==> config.mk <==
export PLATFORM = sky130hd
export DESIGN_NAME = coprime_slot_sched
export DESIGN_NICKNAME = d
export VERILOG_FILES = /design/src/rtl/css_pkg.sv /design/src/rtl/css_mod_counter.sv /design/src/rtl/css_event_trap.sv /design/src/rtl/coprime_slot_sched.sv
export SDC_FILE = /design/constraint.sdc
export NUM_CORES = 1
export LEC_CHECK = 0
export CAP_MARGIN = 20
export CORE_MARGIN = 1
export CORE_UTILIZATION = 40
export DETAILED_ROUTE_END_ITERATION = 7
export DONT_BUFFER_PORTS = 1
export PLACE_DENSITY = 0.57
export SETUP_SLACK_MARGIN = 0.05
export SYNTH_ARGS = -nofsm -noshare
export SYNTH_HDL_FRONTEND = slang
export SYNTH_SLANG_ARGS = --single-unit
==> constraint.sdc <==
create_clock -name clk -period 6.7 [get_ports clk]
set_clock_uncertainty 0.1 [all_clocks]
set_input_delay 1.34 -clock clk [delete_from_list [all_inputs] [get_ports clk]]
set_output_delay 1.34 -clock clk [all_outputs]
set_load 0.005 [all_outputs]
==> src/rtl/css_pkg.sv <==
package css_pkg;

    // Default geometry: a 15-entry slot table against an 8-clock bus period.
    localparam int unsigned CSS_SLOTS_DEF  = 15;
    localparam int unsigned CSS_PERIOD_DEF = 8;
    localparam int unsigned CSS_TASKS_DEF  = 4;

    // Bits needed to count 0..n-1, never less than one.
    function automatic int unsigned css_bits(input int unsigned n);
        return (n > 1) ? $clog2(n) : 1;
    endfunction

endpackage

==> src/rtl/css_mod_counter.sv <==
module css_mod_counter
    import css_pkg::*;
#(
    parameter  int unsigned MODULUS = 8,
    localparam int unsigned CW      = css_bits(MODULUS)
) (
    input  logic          clk,
    input  logic          rst_n,
    output logic [CW-1:0] count
);

    localparam logic [CW-1:0] LAST = CW'(MODULUS - 1);

    typedef struct packed {
        logic [CW-1:0] cnt;
    } cnt_st_t;

    cnt_st_t st_d, st_q;

    always_comb begin
        st_d = st_q;
        if (st_q.cnt == LAST) begin
            st_d.cnt = '0;
        end else begin
            st_d.cnt = st_q.cnt + 1'b1;
        end
    end

    always_ff @(posedge clk or negedge rst_n) begin
        if (!rst_n) begin
            st_q <= '0;
        end else begin
            st_q <= st_d;
        end
    end

    assign count = st_q.cnt;

endmodule

==> src/rtl/css_event_trap.sv <==
module css_event_trap #(
    parameter int unsigned NUM_TASKS = 4
) (
    input  logic                 clk,
    input  logic                 rst_n,
    input  logic [NUM_TASKS-1:0] evt,
    input  logic [NUM_TASKS-1:0] consume,
    output logic [NUM_TASKS-1:0] pending
);

    typedef struct packed {
        logic [NUM_TASKS-1:0] held;
    } trap_st_t;

    trap_st_t st_d, st_q;

    // An event counts for its task from the clock it arrives in.
    for (genvar t = 0; t < NUM_TASKS; t++) begin : g_lane
        assign pending[t] = st_q.held[t] | evt[t];
    end

    always_comb begin
        st_d      = st_q;
        st_d.held = (st_q.held | evt) & ~consume;
    end

    always_ff @(posedge clk or negedge rst_n) begin
        if (!rst_n) begin
            st_q <= '0;
        end else begin
            st_q <= st_d;
        end
    end

endmodule

==> src/rtl/coprime_slot_sched.sv <==
module coprime_slot_sched
    import css_pkg::*;
#(
    parameter  int unsigned NUM_SLOTS  = CSS_SLOTS_DEF,
    parameter  int unsigned BUS_PERIOD = CSS_PERIOD_DEF,
    parameter  int unsigned NUM_TASKS  = CSS_TASKS_DEF,
    localparam int unsigned TASK_W     = css_bits(NUM_TASKS),
    localparam int unsigned ENTRY_W    = TASK_W + 1,
    localparam int unsigned PTR_W      = css_bits(NUM_SLOTS),
    localparam int unsigned PH_W       = css_bits(BUS_PERIOD),
    localparam int unsigned TASK_SPAN  = 1 << TASK_W
) (
    input  logic                         clk,
    input  logic                         rst_n,
    input  logic [NUM_SLOTS*ENTRY_W-1:0] slot_table,
    input  logic [NUM_TASKS-1:0]         task_ready,
    input  logic [NUM_TASKS-1:0]         task_wait,
    input  logic [NUM_TASKS-1:0]         task_event,
    output logic                         issue_valid,
    output logic [TASK_W-1:0]            issue_task,
    output logic                         bus_win,
    output logic                         issue_on_win
);

    typedef struct packed {
        logic              valid;
        logic [TASK_W-1:0] tsk;
        logic              win;
        logic              on_win;
    } issue_st_t;

    issue_st_t out_d, out_q;

    logic [PTR_W-1:0]     slot_ptr_q;
    logic [PH_W-1:0]      bus_phase_q;
    logic [NUM_TASKS-1:0] pend;
    logic [NUM_TASKS-1:0] consume;

    logic [ENTRY_W-1:0] slot_arr [NUM_SLOTS];
    logic [TASK_SPAN-1:0] rdy_p, wt_p, pend_p;

    logic [ENTRY_W-1:0] cur;
    logic [TASK_W-1:0]  cur_tid;
    logic               go;
    logic               win_now;

    // Slot pointer and bus phase both run free from reset.
    css_mod_counter #(.MODULUS(NUM_SLOTS)) u_slot_ctr (
        .clk   (clk),
        .rst_n (rst_n),
        .count (slot_ptr_q)
    );

    css_mod_counter #(.MODULUS(BUS_PERIOD)) u_phase_ctr (
        .clk   (clk),
        .rst_n (rst_n),
        .count (bus_phase_q)
    );

    css_event_trap #(.NUM_TASKS(NUM_TASKS)) u_trap (
        .clk     (clk),
        .rst_n   (rst_n),
        .evt     (task_event),
        .consume (consume),
        .pending (pend)
    );

    for (genvar s = 0; s < NUM_SLOTS; s++) begin : g_slot
        assign slot_arr[s] = slot_table[s*ENTRY_W +: ENTRY_W];
    end

    // Widen the per-task vectors to every code a slot can hold; codes past
    // the last task read as never ready, which turns them into bubbles.
    for (genvar t = 0; t < TASK_SPAN; t++) begin : g_pad
        if (t < NUM_TASKS) begin : g_real
            assign rdy_p[t]  = task_ready[t];
            assign wt_p[t]   = task_wait[t];
            assign pend_p[t] = pend[t];
        end else begin : g_none
            assign rdy_p[t]  = 1'b0;
            assign wt_p[t]   = 1'b0;
            assign pend_p[t] = 1'b0;
        end
    end

    always_comb begin
        cur     = slot_arr[slot_ptr_q];
        cur_tid = cur[TASK_W-1:0];
        win_now = (bus_phase_q == '0);
        go      = cur[ENTRY_W-1] & rdy_p[cur_tid] &
                  (~wt_p[cur_tid] | pend_p[cur_tid]);

        consume = '0;
        for (int t = 0; t < NUM_TASKS; t++) begin
            if (go && wt_p[cur_tid] && (cur_tid == TASK_W'(t))) begin
                consume[t] = 1'b1;
            end
        end

        out_d        = out_q;
        out_d.valid  = go;
        out_d.tsk    = go ? cur_tid : '0;
        out_d.win    = win_now;
        out_d.on_win = go & win_now;
    end

    always_ff @(posedge clk or negedge rst_n) begin
        if (!rst_n) begin
            out_q <= '0;
        end else begin
            out_q <= out_d;
        end
    end

    assign issue_valid  = out_q.valid;
    assign issue_task   = out_q.tsk;
    assign bus_win      = out_q.win;
    assign issue_on_win = out_q.on_win;

endmodule

==> metrics.cfg <==
[run_status]
outcome = complete, but fails checks
violations = DRC

[cts]
cts-root-buf = clkbuf_4
path_clk_slew_ps = 90
clk_latency_ps = 280
cts-buffers-inserted = 3
cts_num_sinks = 16
ctsHoldBuffers = 0
cts_tree = built
htreeDepth = 1
cts.path.max_buffers = 2
post_cts_buffers = 0
post_cts_resized = 0

[power_and_ir_drop]
finalPower_uw = 178
peakVddDrop_mv = 0.0446
seqPwrFrac_pct = 56.1
p_leak_nw = 0.480
power.share.combinational_pct = 9.6
switching_share_pct = 20.7
p_per_area_mw_per_mm2 = 141
power_switching_uw = 36.8
intPower_uw = 141
clkPwrFrac_pct = 34.3

[place]
placed_cell_area_mm2 = 0.00122
pre_cts_ws_ps = 3490
dp_cells = 144
place.gp.congestion = 0.753
hpwl_um = 1920
port_buffers = 0

[synthesis]
synth-main-ff-cell = dfrtp_1
seq_area_frac_synth_pct = 32.7
synth_edf_count = 0
synth.most_common_cell = dfrtp_1
yosysTopAreaCell = dfrtp_1
yosys_warnings = 0
syn_inst = 119
synth_commonest_cells = 16 x dfrtp_1, 11 x mux2i_1, 11 x nand2_1
synth-seq-cells = 16
post_synth.cell_area_avg_um2 = 10.3
synth_top_area_share_pct = 32.7
syn_nets = 181
synth-async-reset-ratio_pct = 100
synth_area_leaders = dfrtp_1 33%, mux4_2 9.2%, mux2i_1 9.0%
ys_types = 42
syn_area_mm2 = 0.00122

[timing]
clock.fmax_mhz = 344
fin_setup_tns_ps = 0
worst_slack_ps = 3790
period_minus_slack_ps = 2910
hold_violations = 0
tightest_slew_ps = 595
rsz0062_at_grt = false
drv_slew = 0
setup-violations-final = 0
max_slew_margin_pct = 60.3
fin_crit_sh_pct = 43.4

[detailed_routing]
wl_per_cell_um = 16.0
drc = 1
drtIter0Drc = 31
drtPass1Iterations = 6
vias_per_cell = 5.96
via_count = 882
ant_nets = 0
drt_wl_total_um = 2370

[flow_run]
max_cap_violations = 0

[die]
num_io_pins = 64
die_y_um = 57.3
rows = 19
start_util_pct = 43.3
die_w_um = 57.3
dieArea_mm2 = 0.00329
coreArea_mm2 = 0.00283

[layout]
fin_area_mm2 = 0.00126
final_net_count = 180
antenna_cells = 0
fillerInstances = 275
drive_gt1_share_pct = 14.5
final_cells = 148
area_delta_synth_final_pct = 2.86

[critical_path]
arrival_ps = 2990
cp.depth = 5
required_ps = 6780
path_class = in -> reg
path_max_fanout = 5
path_cells = mux4_2 -> a2bb2oi_1 -> a22o_4 -> or3_4 -> a2111oi_4
critPathSlowestCell = mux4_2
start_kind = input pin
regToRegEndpoint = issue_on_win$_DFF_PN0_
path_buf_inv = 0
r2r_slack_ps = 4100
endpoint = issue_on_win$_DFF_PN0_
startpoint = slot_table[39]
critPathMaxStageDelay_ps = 440
r2r-start = u_slot_ctr.count[0]$_DFF_PN0_
endpoint_kind = flop
critical-path-top-delay-family = compound AO/OA/AOI/OAI gates
ff2ff_path_depth = 6

[global_routing]
antenna_found_initial = 0
grt_pass1_wl_um = 3820
grt_use_total_pct = 15.2
grt-ovfl-total = 0
grt_pass1_vias = 861
grt_start_max_net_pins = 26

[min_path]
hp-class = reg -> reg

-- routing by layer --
layer	track usage, %	routed length, um	part of all wire (%)
met1	19.9	1030	43
met2	25.7	1230	52
met3	2.04	114	4.8
met4	5.23	0	0
met5	0	0	0
-- registers in the layout, indices dropped and copies added, names as in the netlist --
register           count
issue_valid            1
bus_win                1
u_slot_ctr.count       4
issue_on_win           1
u_phase_ctr.count      3
u_trap.st_q            4
issue_task             2
-- worst min-delay path by stage --
| stage | from | end | slack [ps] | cells past startpoint |
|---|---|---|---|---|
| after floorplan | u_phase_ctr.count[0]$_DFF_PN0_ | u_phase_ctr.count[0]$_DFF_PN0_ | 330 | 1 |
| after global placement | u_phase_ctr.count[0]$_DFF_PN0_ | u_phase_ctr.count[0]$_DFF_PN0_ | 340 | 1 |
| after detailed placement | u_phase_ctr.count[0]$_DFF_PN0_ | u_phase_ctr.count[0]$_DFF_PN0_ | 360 | 1 |
| after CTS | u_phase_ctr.count[0]$_DFF_PN0_ | u_phase_ctr.count[0]$_DFF_PN0_ | 370 | 1 |
| after global routing | u_phase_ctr.count[0]$_DFF_PN0_ | u_phase_ctr.count[0]$_DFF_PN0_ | 400 | 1 |
| final | u_phase_ctr.count[0]$_DFF_PN0_ | u_phase_ctr.count[0]$_DFF_PN0_ | 370 | 1 |
-- per-stage QoR --
stage / hold WS (ps) / utilization (%)
4_1_cts: 372 / 44.5
6_report: 365 / 44.5
3_3_place_gp: 338 / 43.3
2_1_floorplan: 328 / -
5_1_grt: 400 / 44.5
3_5_place_dp: 360 / 43.3
-- cells in the final DEF (no fill, tap or decap), drive strengths merged --
cell / Yosys / layout
buf: 5 / 1
inv: 7 / 7
ha: 3 / 3
nor4bb: 1 / 1
nor3: 1 / 1
nor2b: 3 / 3
o21ai: 4 / 4
or3: 1 / 1
mux4: 5 / 5
nor2: 8 / 8
nand2: 11 / 11
a2111oi: 1 / 1
and2b: 1 / 1
mux2: 3 / 3
o32a: 1 / 1
nand3b: 1 / 1
a21oi: 8 / 8
o311ai: 1 / 1
a22o: 2 / 2
nand2b: 2 / 2
nor3b: 1 / 1
o22a: 2 / 2
nand4: 1 / 1
a22oi: 2 / 2
a2bb2oi: 4 / 4
dfrtp: 16 / 16
and3b: 1 / 1
a32oi: 1 / 1
nand4b: 1 / 1
a31oi: 3 / 3
a41o: 1 / 1
clkbuf: 2 / 4
mux2i: 12 / 12
nand3: 1 / 1
o211a: 1 / 1
o21a: 1 / 1
-- logic make-up after synthesis --
logic type	share of synthesized area [%]
AO/OA/AOI/OAI	21.5
buffers and inverters	6.03
multiplexers	22.1
AND/OR/NAND/NOR	14.7
adder cells (fa/ha/maj)	3.06
flip-flops	32.7
-- area by class of cell --
class	instances	area [um^2]	share of cell area, %
sequential	16	400	31.8
inverter	7	26.3	2.09
timing repair buffer	1	7.51	0.596
tap	31	38.8	3.08
clock buffer	4	36.3	2.88
multi-input combinational	89	751	59.6
-- power groups by stage --
| stage | Sequential (mW) | Combinational, mW | Clock, mW |
|---|---|---|---|
| 2_1_floorplan | 0.102 | 0.0148 | 0 |
| 3_3_place_gp | 0.102 | 0.0169 | 0 |
| 3_5_place_dp | 0.102 | 0.0172 | 0 |
| 4_1_cts | 0.0999 | 0.0172 | 0.0647 |
| 5_1_grt | 0.100 | 0.0190 | 0.0681 |
| 6_report | 0.0998 | 0.0170 | 0.0610 |
No activity file was read; power rests on OpenSTA's default activity.
